`src/rtl/ras_node_pkg.sv`:
```
package ras_node_pkg;
  localparam int DW = 64;
  localparam int AW = 12;

  localparam logic [AW-1:0] OFS_INJ   = 12'h07C;
  localparam logic [AW-1:0] OFS_GSR   = 12'hE00;
  localparam logic [AW-1:0] OFS_DEVID = 12'hFC8;

  localparam logic [5:0] SUB_CTRL = 6'h08;
  localparam logic [5:0] SUB_STS  = 6'h10;
  localparam logic [5:0] SUB_MISC = 6'h20;

  localparam int CTL_DET = 0;
  localparam int CTL_UEI = 2;
  localparam int CTL_CEI = 8;

  localparam int CNT_W  = 8;
  localparam int CNT_LO = 32;
  localparam int ST_W   = 4;

  typedef struct packed {
    logic thr;   // bit 3: counter threshold reached
    logic ce;    // bit 2: corrected error seen
    logic ue;    // bit 1: uncorrected error seen
    logic v;     // bit 0: record valid
  } rec_sts_t;

  typedef enum logic [2:0] {
    K_NONE, K_CTRL, K_STS, K_MISC, K_GSR, K_DEVID, K_INJ
  } reg_kind_t;
endpackage

```
`src/rtl/ras_node_dec.sv`:
```
module ras_node_dec
  import ras_node_pkg::*;
#(
  parameter int NREC = 8,
  localparam int IX_W = (NREC > 1) ? $clog2(NREC) : 1
) (
  input  logic [AW-1:0]   addr,
  output reg_kind_t       kind,
  output logic [IX_W-1:0] idx
);
  logic [5:0] rec_full;
  logic [5:0] sub;
  logic       rec_ok;

  always_comb begin
    rec_full = addr[AW-1:6];
    sub      = addr[5:0];
    rec_ok   = (rec_full < 6'(NREC));
    idx      = rec_full[IX_W-1:0];
    kind     = K_NONE;
    if (addr == OFS_INJ)                            kind = K_INJ;
    else if (addr == OFS_GSR)                       kind = K_GSR;
    else if (addr == OFS_DEVID)                     kind = K_DEVID;
    else if (rec_ok && sub == SUB_CTRL && rec_full == 6'd0) kind = K_CTRL;
    else if (rec_ok && sub == SUB_STS)              kind = K_STS;
    else if (rec_ok && sub == SUB_MISC)             kind = K_MISC;
  end
endmodule

```
`src/rtl/ras_node_rec.sv`:
```
module ras_node_rec
  import ras_node_pkg::*;
#(
  parameter bit IS_CE = 1'b0
) (
  input  logic             clk,
  input  logic             rst,
  input  logic             evt,
  input  logic             sts_wr,
  input  logic [ST_W-1:0]  sts_clr,
  input  logic             misc_wr,
  input  logic [CNT_W-1:0] misc_val,
  output rec_sts_t         sts_q,
  output rec_sts_t         sts_d,
  output logic [CNT_W-1:0] cnt_q
);
  localparam logic [CNT_W-1:0] CNT_MAX = {CNT_W{1'b1}};
  localparam logic [CNT_W-1:0] CNT_THR = CNT_MAX - 1'b1;

  logic [CNT_W-1:0] base;
  logic [CNT_W-1:0] cnt_d;
  rec_sts_t         after_sw;
  rec_sts_t         ev_set;
  logic             bump;

  generate
    if (IS_CE) begin : g_ce
      always_comb begin
        ev_set     = '0;
        ev_set.v   = evt;
        ev_set.ce  = evt;
        ev_set.thr = evt && (base >= CNT_THR);
        bump       = evt && (base != CNT_MAX);
      end
    end else begin : g_ue
      always_comb begin
        ev_set    = '0;
        ev_set.v  = evt;
        ev_set.ue = evt;
        bump      = 1'b0;
      end
    end
  endgenerate

  always_comb begin
    after_sw = sts_wr ? (sts_q & ~rec_sts_t'(sts_clr)) : sts_q;
    sts_d    = after_sw | ev_set;
    base     = misc_wr ? misc_val : cnt_q;
    cnt_d    = bump ? base + 1'b1 : base;
  end

  always_ff @(posedge clk) begin
    if (rst) begin
      sts_q <= '0;
      cnt_q <= '0;
    end else begin
      sts_q <= sts_d;
      cnt_q <= cnt_d;
    end
  end
endmodule

```
`src/rtl/ras_err_node.sv`:
```
module ras_err_node
  import ras_node_pkg::*;
#(
  parameter int          NREC    = 8,
  parameter logic [63:0] CE_MASK = 64'h0000_0000_0000_00F0,
  localparam int IX_W = (NREC > 1) ? $clog2(NREC) : 1
) (
  input  logic            clk,
  input  logic            rst,
  input  logic            reg_wr,
  input  logic            reg_rd,
  input  logic [AW-1:0]   reg_addr,
  input  logic [DW-1:0]   reg_wdata,
  output logic [DW-1:0]   reg_rdata,
  input  logic [NREC-1:0] err_src,
  output logic            irq
);
  reg_kind_t       kind;
  logic [IX_W-1:0] idx;
  logic            det_q, uei_q, cei_q;
  logic            det_d, uei_d, cei_d;
  logic            inj_ok;
  logic [NREC-1:0] evt, gsr, ue_vec, ue_nx, thr_nx;
  rec_sts_t        sts_q [NREC];
  rec_sts_t        sts_d [NREC];
  logic [CNT_W-1:0] cnt_q [NREC];
  logic [DW-1:0]   rd_d;

  ras_node_dec #(.NREC(NREC)) u_dec (
    .addr (reg_addr),
    .kind (kind),
    .idx  (idx)
  );

  assign inj_ok = reg_wr && (kind == K_INJ) && (reg_wdata < 64'(NREC));

  for (genvar n = 0; n < NREC; n++) begin : g_rec
    logic inj_hit;
    assign inj_hit   = inj_ok && (reg_wdata[5:0] == 6'(n));
    assign evt[n]    = det_q && (err_src[n] || inj_hit);
    assign gsr[n]    = sts_q[n].v;
    assign ue_vec[n] = sts_q[n].ue;
    assign ue_nx[n]  = sts_d[n].ue;
    assign thr_nx[n] = sts_d[n].thr;

    ras_node_rec #(.IS_CE(CE_MASK[n])) u_rec (
      .clk      (clk),
      .rst      (rst),
      .evt      (evt[n]),
      .sts_wr   (reg_wr && kind == K_STS && idx == IX_W'(n)),
      .sts_clr  (reg_wdata[ST_W-1:0]),
      .misc_wr  (reg_wr && kind == K_MISC && idx == IX_W'(n)),
      .misc_val (reg_wdata[CNT_LO+CNT_W-1:CNT_LO]),
      .sts_q    (sts_q[n]),
      .sts_d    (sts_d[n]),
      .cnt_q    (cnt_q[n])
    );
  end

  always_comb begin
    det_d = det_q;
    uei_d = uei_q;
    cei_d = cei_q;
    if (reg_wr && kind == K_CTRL) begin
      det_d = reg_wdata[CTL_DET];
      uei_d = reg_wdata[CTL_UEI];
      cei_d = reg_wdata[CTL_CEI];
    end
  end

  always_comb begin
    rd_d = '0;
    case (kind)
      K_CTRL: begin
        rd_d[CTL_DET] = det_q;
        rd_d[CTL_UEI] = uei_q;
        rd_d[CTL_CEI] = cei_q;
      end
      K_STS:   rd_d[ST_W-1:0] = sts_q[idx];
      K_MISC:  rd_d[CNT_LO+CNT_W-1:CNT_LO] = cnt_q[idx];
      K_GSR:   rd_d[NREC-1:0] = gsr;
      K_DEVID: rd_d = 64'(NREC);
      default: rd_d = '0;
    endcase
  end

  always_ff @(posedge clk) begin
    if (rst) begin
      det_q     <= 1'b0;
      uei_q     <= 1'b0;
      cei_q     <= 1'b0;
      irq       <= 1'b0;
      reg_rdata <= '0;
    end else begin
      det_q     <= det_d;
      uei_q     <= uei_d;
      cei_q     <= cei_d;
      irq       <= (uei_d && |ue_nx) || (cei_d && |thr_nx);
      reg_rdata <= reg_rd ? rd_d : '0;
    end
  end
endmodule

```
`config.mk`:
```
export PLATFORM = sky130hd
export DESIGN_NAME = ras_err_node
export DESIGN_NICKNAME = d
export VERILOG_FILES = /design/src/rtl/ras_node_pkg.sv /design/src/rtl/ras_node_dec.sv /design/src/rtl/ras_node_rec.sv /design/src/rtl/ras_err_node.sv
export SDC_FILE = /design/constraint.sdc
export NUM_CORES = 1
export LEC_CHECK = 0
export BUFFER_PORTS_ARGS = -buffer_cell sky130_fd_sc_hd__buf_2
export CAP_MARGIN = 20
export CORE_MARGIN = 2
export CORE_UTILIZATION = 45
export CTS_CLUSTER_DIAMETER = 200
export DETAILED_ROUTE_END_ITERATION = 8
export HOLD_SLACK_MARGIN = 0.05
export MAX_ROUTING_LAYER = met4
export PLACE_DENSITY = 0.72
export SYNTH_ARGS = -nofsm -noshare
export SYNTH_HDL_FRONTEND = slang
export SYNTH_SLANG_ARGS = --single-unit
```
`constraint.sdc`:
```
create_clock -name clk -period 5.8 [get_ports clk]
set_input_delay 0.58 -clock clk [delete_from_list [all_inputs] [get_ports clk]]
set_output_delay 0.58 -clock clk [all_outputs]
set_load 0.02 [all_outputs]
```
After elaboration in Yosys (flattened, before gate mapping)

Cells that the tools add are included.

Add/subtract/negate cells: 4
Multipliers: 0
Div/mod/pow operators: 0
Magnitude comparators: 7
Eq/ne operators: 30
Shift-type cells: 0
Multiplexer cells: 34
Bitwise gates (word level): 22
Reductions and logical operators: 69

Operator list:

| kind                                                                          | number |
|---|---|
| 8-bit 2-to-1 mux                                                              | 10 |
| 64-bit by 4-bit less-than comparator with 1-bit output, second input constant | 1 |
| 1-bit logical AND                                                             | 51 |
| 4-bit 2-to-1 mux                                                              | 10 |
| 8-bit by 1-bit adder with 8-bit output, second input constant                 | 4 |
| 4-bit bitwise AND                                                             | 8 |
| 8-bit greater-or-equal comparator, second input constant                      | 4 |
| 8-bit inequality test, second input constant                                  | 4 |
| 8-bit binary-select mux with 3-bit select                                     | 1 |
| 12-bit equality test, second input constant                                   | 2 |
| 6-bit by 3-bit equality test with 1-bit output, second input constant         | 4 |
| 3-bit equality test, second input constant                                    | 7 |
| 4-bit by 2-bit OR with 4-bit output                                           | 4 |
| 4-bit OR                                                                      | 4 |
| 8-bit OR reduction                                                            | 2 |
| 3-bit 2-to-1 mux                                                              | 5 |
| 4-bit binary-select mux with 3-bit select                                     | 1 |
| 12-bit by 7-bit equality test with 1-bit output, second input constant        | 1 |
| 3-bit by 2-bit equality test with 1-bit output, second input constant         | 4 |
| 6-bit by 2-bit equality test with 1-bit output, second input constant         | 2 |
| 6-bit zero test                                                               | 2 |
| 1-bit logical OR                                                              | 9 |
| 1-bit one-hot mux with 3 select lines                                         | 3 |
| 3-bit OR reduction                                                            | 3 |
| other kinds (15)                                                              | 20 |

Bits in registers: 164
Bits in latches: 0
Bits in writable memories: 0
Memory bits (read-only): 0
Input port bits: 88
Output and inout port bits: 65
Logic and storage cells: 215
Memories: 0

Longest topological paths before layout

Word-level depth: 19
Mapped depth: 12
Mapped depth without buffers: 10

Modules after synthesis

A second synthesis with hierarchy kept.

Cell total of the unflattened synthesis: 795
Area total of the unflattened synthesis: 7541.0 um2

Modules (own cells, without submodules):

| module                            | times used | cells each | area an instance (um2) | seq. area each (um2) |
|---|---|---|---|---|
| ras_node_rec (g_rec[4].u_rec ...) | 4          | 91         | 823.3                  | 240.2 |
| ras_err_node                      | 1          | 236        | 2235.9                 | 420.4 |
| ras_node_rec (g_rec[0].u_rec ...) | 4          | 43         | 462.9                  | 240.2 |
| ras_node_dec                      | 1          | 23         | 160.2                  | 0.0 |

Worst setup path after synthesis

Ideal clock, no wire load.

Path kind: input-to-reg
Start: in reg_addr[3]
End: reg g_rec[4].u_rec.cnt_q[5]
Library setup time: 113 ps
Arrival: 2739 ps
Data required time: 5687 ps
Path slack: 2948 ps
Stages: 10
Path buffers: 2
Path through: clkbuf_2 nor3b_2 nand4_1 buf_2 mux2_2 ha_1 and2_1 nor4b_2 a211o_1 nand2_1

Word-level cells in the longest chain between the ends: 16
Elaborated cells on any way between the ends: 30
Classes of those cells: add/sub (1); eq/ne (9); mux (8); reduce/logical (12)

RTL lines:

| what                                                                                           | RTL line           | source |
|---|---|---|
| start: declaration                                                                             | ras_err_node.sv:12 | `input logic [AW-1:0] reg_addr,` |
| 6-bit equality test                                                                            | ras_node_dec.sv:26 | `else if (rec_ok && sub == SUB_MISC) kind = K_MISC;` |
| 1-bit logical AND                                                                              | ras_node_dec.sv:26 |  |
| 2-bit 2-to-1 mux                                                                               | ras_node_dec.sv:26 |  |
| 3-bit 2-to-1 mux                                                                               | ras_node_dec.sv:25 | `else if (rec_ok && sub == SUB_STS) kind = K_STS;` |
| 3-bit 2-to-1 mux                                                                               | ras_node_dec.sv:24 | `else if (rec_ok && sub == SUB_CTRL && rec_full == 6'd0) kind = K_CTRL;` |
| 3-bit 2-to-1 mux                                                                               | ras_node_dec.sv:23 | `else if (addr == OFS_DEVID) kind = K_DEVID;` |
| 3-bit 2-to-1 mux                                                                               | ras_node_dec.sv:22 | `else if (addr == OFS_GSR) kind = K_GSR;` |
| 3-bit 2-to-1 mux (*)                                                                           | ras_node_dec.sv:21 | `if (addr == OFS_INJ) kind = K_INJ;` |
| parallel branches: the longest is 7 deep, another holds 8-bit by 1-bit adder with 8-bit output | -                  |  |
| 8-bit 2-to-1 mux (*)                                                                           | ras_node_rec.sv:49 | `cnt_d = bump ? base + 1'b1 : base;` |
| end signal: assignment                                                                         | ras_node_rec.sv:58 | `cnt_q <= cnt_d;` |
| end: declaration                                                                               | ras_node_rec.sv:15 | `output logic [CNT_W-1:0] cnt_q` |

Mark *: on every way between the ends.
A chain may end at the register's enable or synchronous reset.

Worst setup path in the final report

Start: in reg_addr[7]
End: reg g_rec[7].u_rec.cnt_q[7]

Word-level cells in the longest chain between the ends: 16
Elaborated cells on any way between the ends: 30
Classes of those cells: add/sub (1); order compare (1); eq/ne (7); mux (8); reduce/logical (13)

RTL lines:

| what                                                                                                           | RTL line |
|---|---|
| parallel branches: the longest is 15 deep, another holds 6-bit by 4-bit less-than comparator with 1-bit output | - |
| 8-bit 2-to-1 mux (*)                                                                                           | ras_node_rec.sv:49 |
| end signal: assignment                                                                                         | ras_node_rec.sv:58 |
| end: declaration                                                                                               | ras_node_rec.sv:15 |

Marked as above.

==> results.yml <==
run_status:
  status: "completed"
sta:
  hold_ws_ns: 0.4342
  fin_crit_sh_pct: 61.65
  slew_violations: 0
  rsz0062_at_grt: "false"
  skew_ns: 0.008341
  setup_viol: 0
  timing.fmax_mhz: 279.7
  tightest_slew_ns: 1.037
  hold_viol: 0
  min_period_ns: 3.576
  tns_ns: 0
  timing.final.ws_setup_ns: 2.224
  relSlewSlack_pct: 30.26
floorplanning:
  die-width_um: 127.9
  dieHeight_um: 127.9
  coreArea_um2: 15090
  rows: 45
  initial_core_util_pct: 45.79
  pin_count: 153
  die_area_um2: 16360
placement:
  gp_congestion: 0.9129
  placed_area_um2: 7332
  dp_hpwl_mm: 13.88
  portBuffers: 105
  dpl_worst_slack_ns: 1.923
final_layout:
  final_common_cell: "dfxtp_1"
  fillers: 1432
  area_growth_pct: 15.43
  diodes: 0
  drive_gt1_share_pct: 21.19
  final_nets: 975
  design_area_um2: 7975
  final_cell_mix: "dfxtp_1 (117), buf_2 (105), nand2_1 (77), nor2_1 (75), a21oi_1 (62)"
routing:
  drt-initial-drc-count: 504
  vias: 6362
  final_antenna_net_count: 0
  wire_per_inst_um: 18.19
  drt_wl_total_mm: 19.64
  drt_first_pass_iters: 6
  route.detailed.drc: 0
  routed_via_density: 5.891
clock_network:
  clkTransAtPathRegs_ns: 0.06
  clock_latency_ns: 0.43
  clock_path_buffers: 2
  cts_tree: "yes"
  clockRootBuffer: "clkbuf_16"
  post-cts-setup-buffers: 0
  cts_hold_buf: 0
  clock_sinks: 117
  h-tree-depth: 4
  cts_buffers: 17
  cts_resized: 0
synthesis:
  syn_area_um2: 6909
  ys_seq_area_share_pct: 33.90
  async_flop_share_pct: 0
  yosys_warnings: 0
  avgSynthCellArea_um2: 8.658
  synth_seq_cells: 117
  synthCells: 798
  synth_top_area_share_pct: 33.90
  synth_enable_flop_cells: 0
  ys_types: 59
  synth_ff_type: "dfxtp_1"
  yosysTopAreaCell: "dfxtp_1"
  synth.area.top_cells: "dfxtp_1 (34%), mux4_2 (7.8%), mux2i_1 (6.8%)"
setup_path:
  start_kind: "input pin"
  cp_max_fo: 24
  worstSetupPathType: "in -> reg"
  crit_path_end_kind: "flip-flop"
  crit_required_ns: 6.07
  arrival_ns: 3.84
grt:
  grt.met2_usage_pct: 38.28
  grt_pass1_wl_mm: 31.06
  antenna_found_initial: 0
  grt_use_met1_pct: 33.30
  grt_util_all_layers_pct: 25.24
  overflow: 0
  grtUsageMet3_pct: 4.466
  grt_pass1_vias: 5897
  gr-max-usage-layer: "met2"
  grt_max_degree: 103
run:
  max_cap_violations: 0
pwr:
  irDropWorstVdd_mv: 0.2070
  p_leak_uw: 0.003157
  p_total_uw: 2092
  p_per_area_nw_per_um2: 262.3
worst_hold_path:
  hold_class: "in -> reg"
[metrics by stage]
step / std cells / utilization (%)
global placement: 1048 / 48.59
global route: 1080 / 52.85
floorplan: 844 / -
CTS: 1080 / 52.85
detailed placement: 1048 / 48.59
finish: 1080 / 52.85
[sequential cells by signal (all words and copies together) (netlist names)]
register and cells:
g_rec.u_rec.sts_q 32, uei_q 1, g_rec.u_rec.cnt_q 64, cei_q 1, irq 1, reg_rdata 17, det_q 1
[kinds of logic (layout without fill, tap and decap cells)]
family,after synthesis,in the layout,synth area share [%]
mux,84,84,16.75
xor+xnor,20,20,2.535
other cells,1,47,0.05428
buf+inv,107,155,8.638
compound gates,120,120,10.32
simple gates,341,341,26.35
fa+ha+maj,8,8,1.449
flops,117,117,33.90
[report_power, final]
part | switching [uW] | internal (uW) | total, uW
Clock | 385 | 753 | 1140
Combinational | 107 | 42.1 | 149
Sequential | 0.0455 | 804 | 804
[layout make-up]
class	instances	area, um^2	share of cell area [%]
Clock buffer	21	470.5	5.899
Clock inverter	11	172.7	2.165
Inverter	13	48.80	0.6119
Multi-Input combinational cell	620	4143	51.95
Sequential cell	117	2342	29.37
Tap cell	188	235.2	2.949
Timing Repair Buffer	110	563.0	7.060
[layer usage]
metal  vias up  share of wire (%)
met3        37                8.7
met5         -                  0
li1       2992                  -
met4         0                2.7
met2       341                 46
met1      2992                 43
[cell usage after synthesis, types with 3 or more instances]
| cell type | instances |
|---|---|
| nor3_1 | 12 |
| nor2_1 | 75 |
| nor3b_1 | 6 |
| a311oi_1 | 4 |
| mux2i_1 | 47 |
| inv_1 | 13 |
| or3_1 | 6 |
| ha_1 | 8 |
| a21oi_1 | 62 |
| mux2_2 | 13 |
| a22oi_1 | 6 |
| o21ai_0 | 25 |
| nand2_1 | 77 |
| dfxtp_1 | 117 |
| mux4_2 | 24 |
| a21o_1 | 3 |
| a211oi_1 | 3 |
| buf_4 | 49 |
| clkbuf_1 | 33 |
| nor4b_1 | 7 |
| nor2b_1 | 8 |
| nor4_1 | 29 |
| and4_1 | 6 |
| nand4_1 | 33 |
| nand3_1 | 34 |
| nand4b_1 | 3 |
| xor2_1 | 5 |
| and2_1 | 7 |
| a211o_1 | 3 |
| nand2b_1 | 12 |
| buf_1 | 3 |
| xnor2_1 | 15 |
| and3_1 | 9 |
| buf_2 | 8 |
[critical path, cell delays in order]
cell and delay (ns):
buf_2 0.49, buf_4 0.41, and4_1 0.22, and4_1 0.58, mux2i_1 0.55, inv_1 0.10, ha_1 0.25, nand2b_1 0.22
nand4_1 0.18, xnor2_1 0.19, nor2_1 0.05
[worst paths after layout]
kind | start | to | slack (ns) | depth (start not counted)
setup / recovery | reg_addr[7] | g_rec[7].u_rec.cnt_q[7]$_SDFF_PP0_ | 2.22 | 11
hold reg to reg | g_rec[7].u_rec.sts_q[1]$_SDFF_PP0_ | g_rec[7].u_rec.sts_q[1]$_SDFF_PP0_ | 0.45 | 2
setup reg to reg | det_q$_SDFFE_PP0P_ | g_rec[4].u_rec.cnt_q[4]$_SDFF_PP0_ | 3.25 | 6
hold / removal | reg_rd | reg_rdata[3]$_SDFF_PP0_ | 0.43 | 3
No activity file was read; power rests on OpenSTA's default activity.
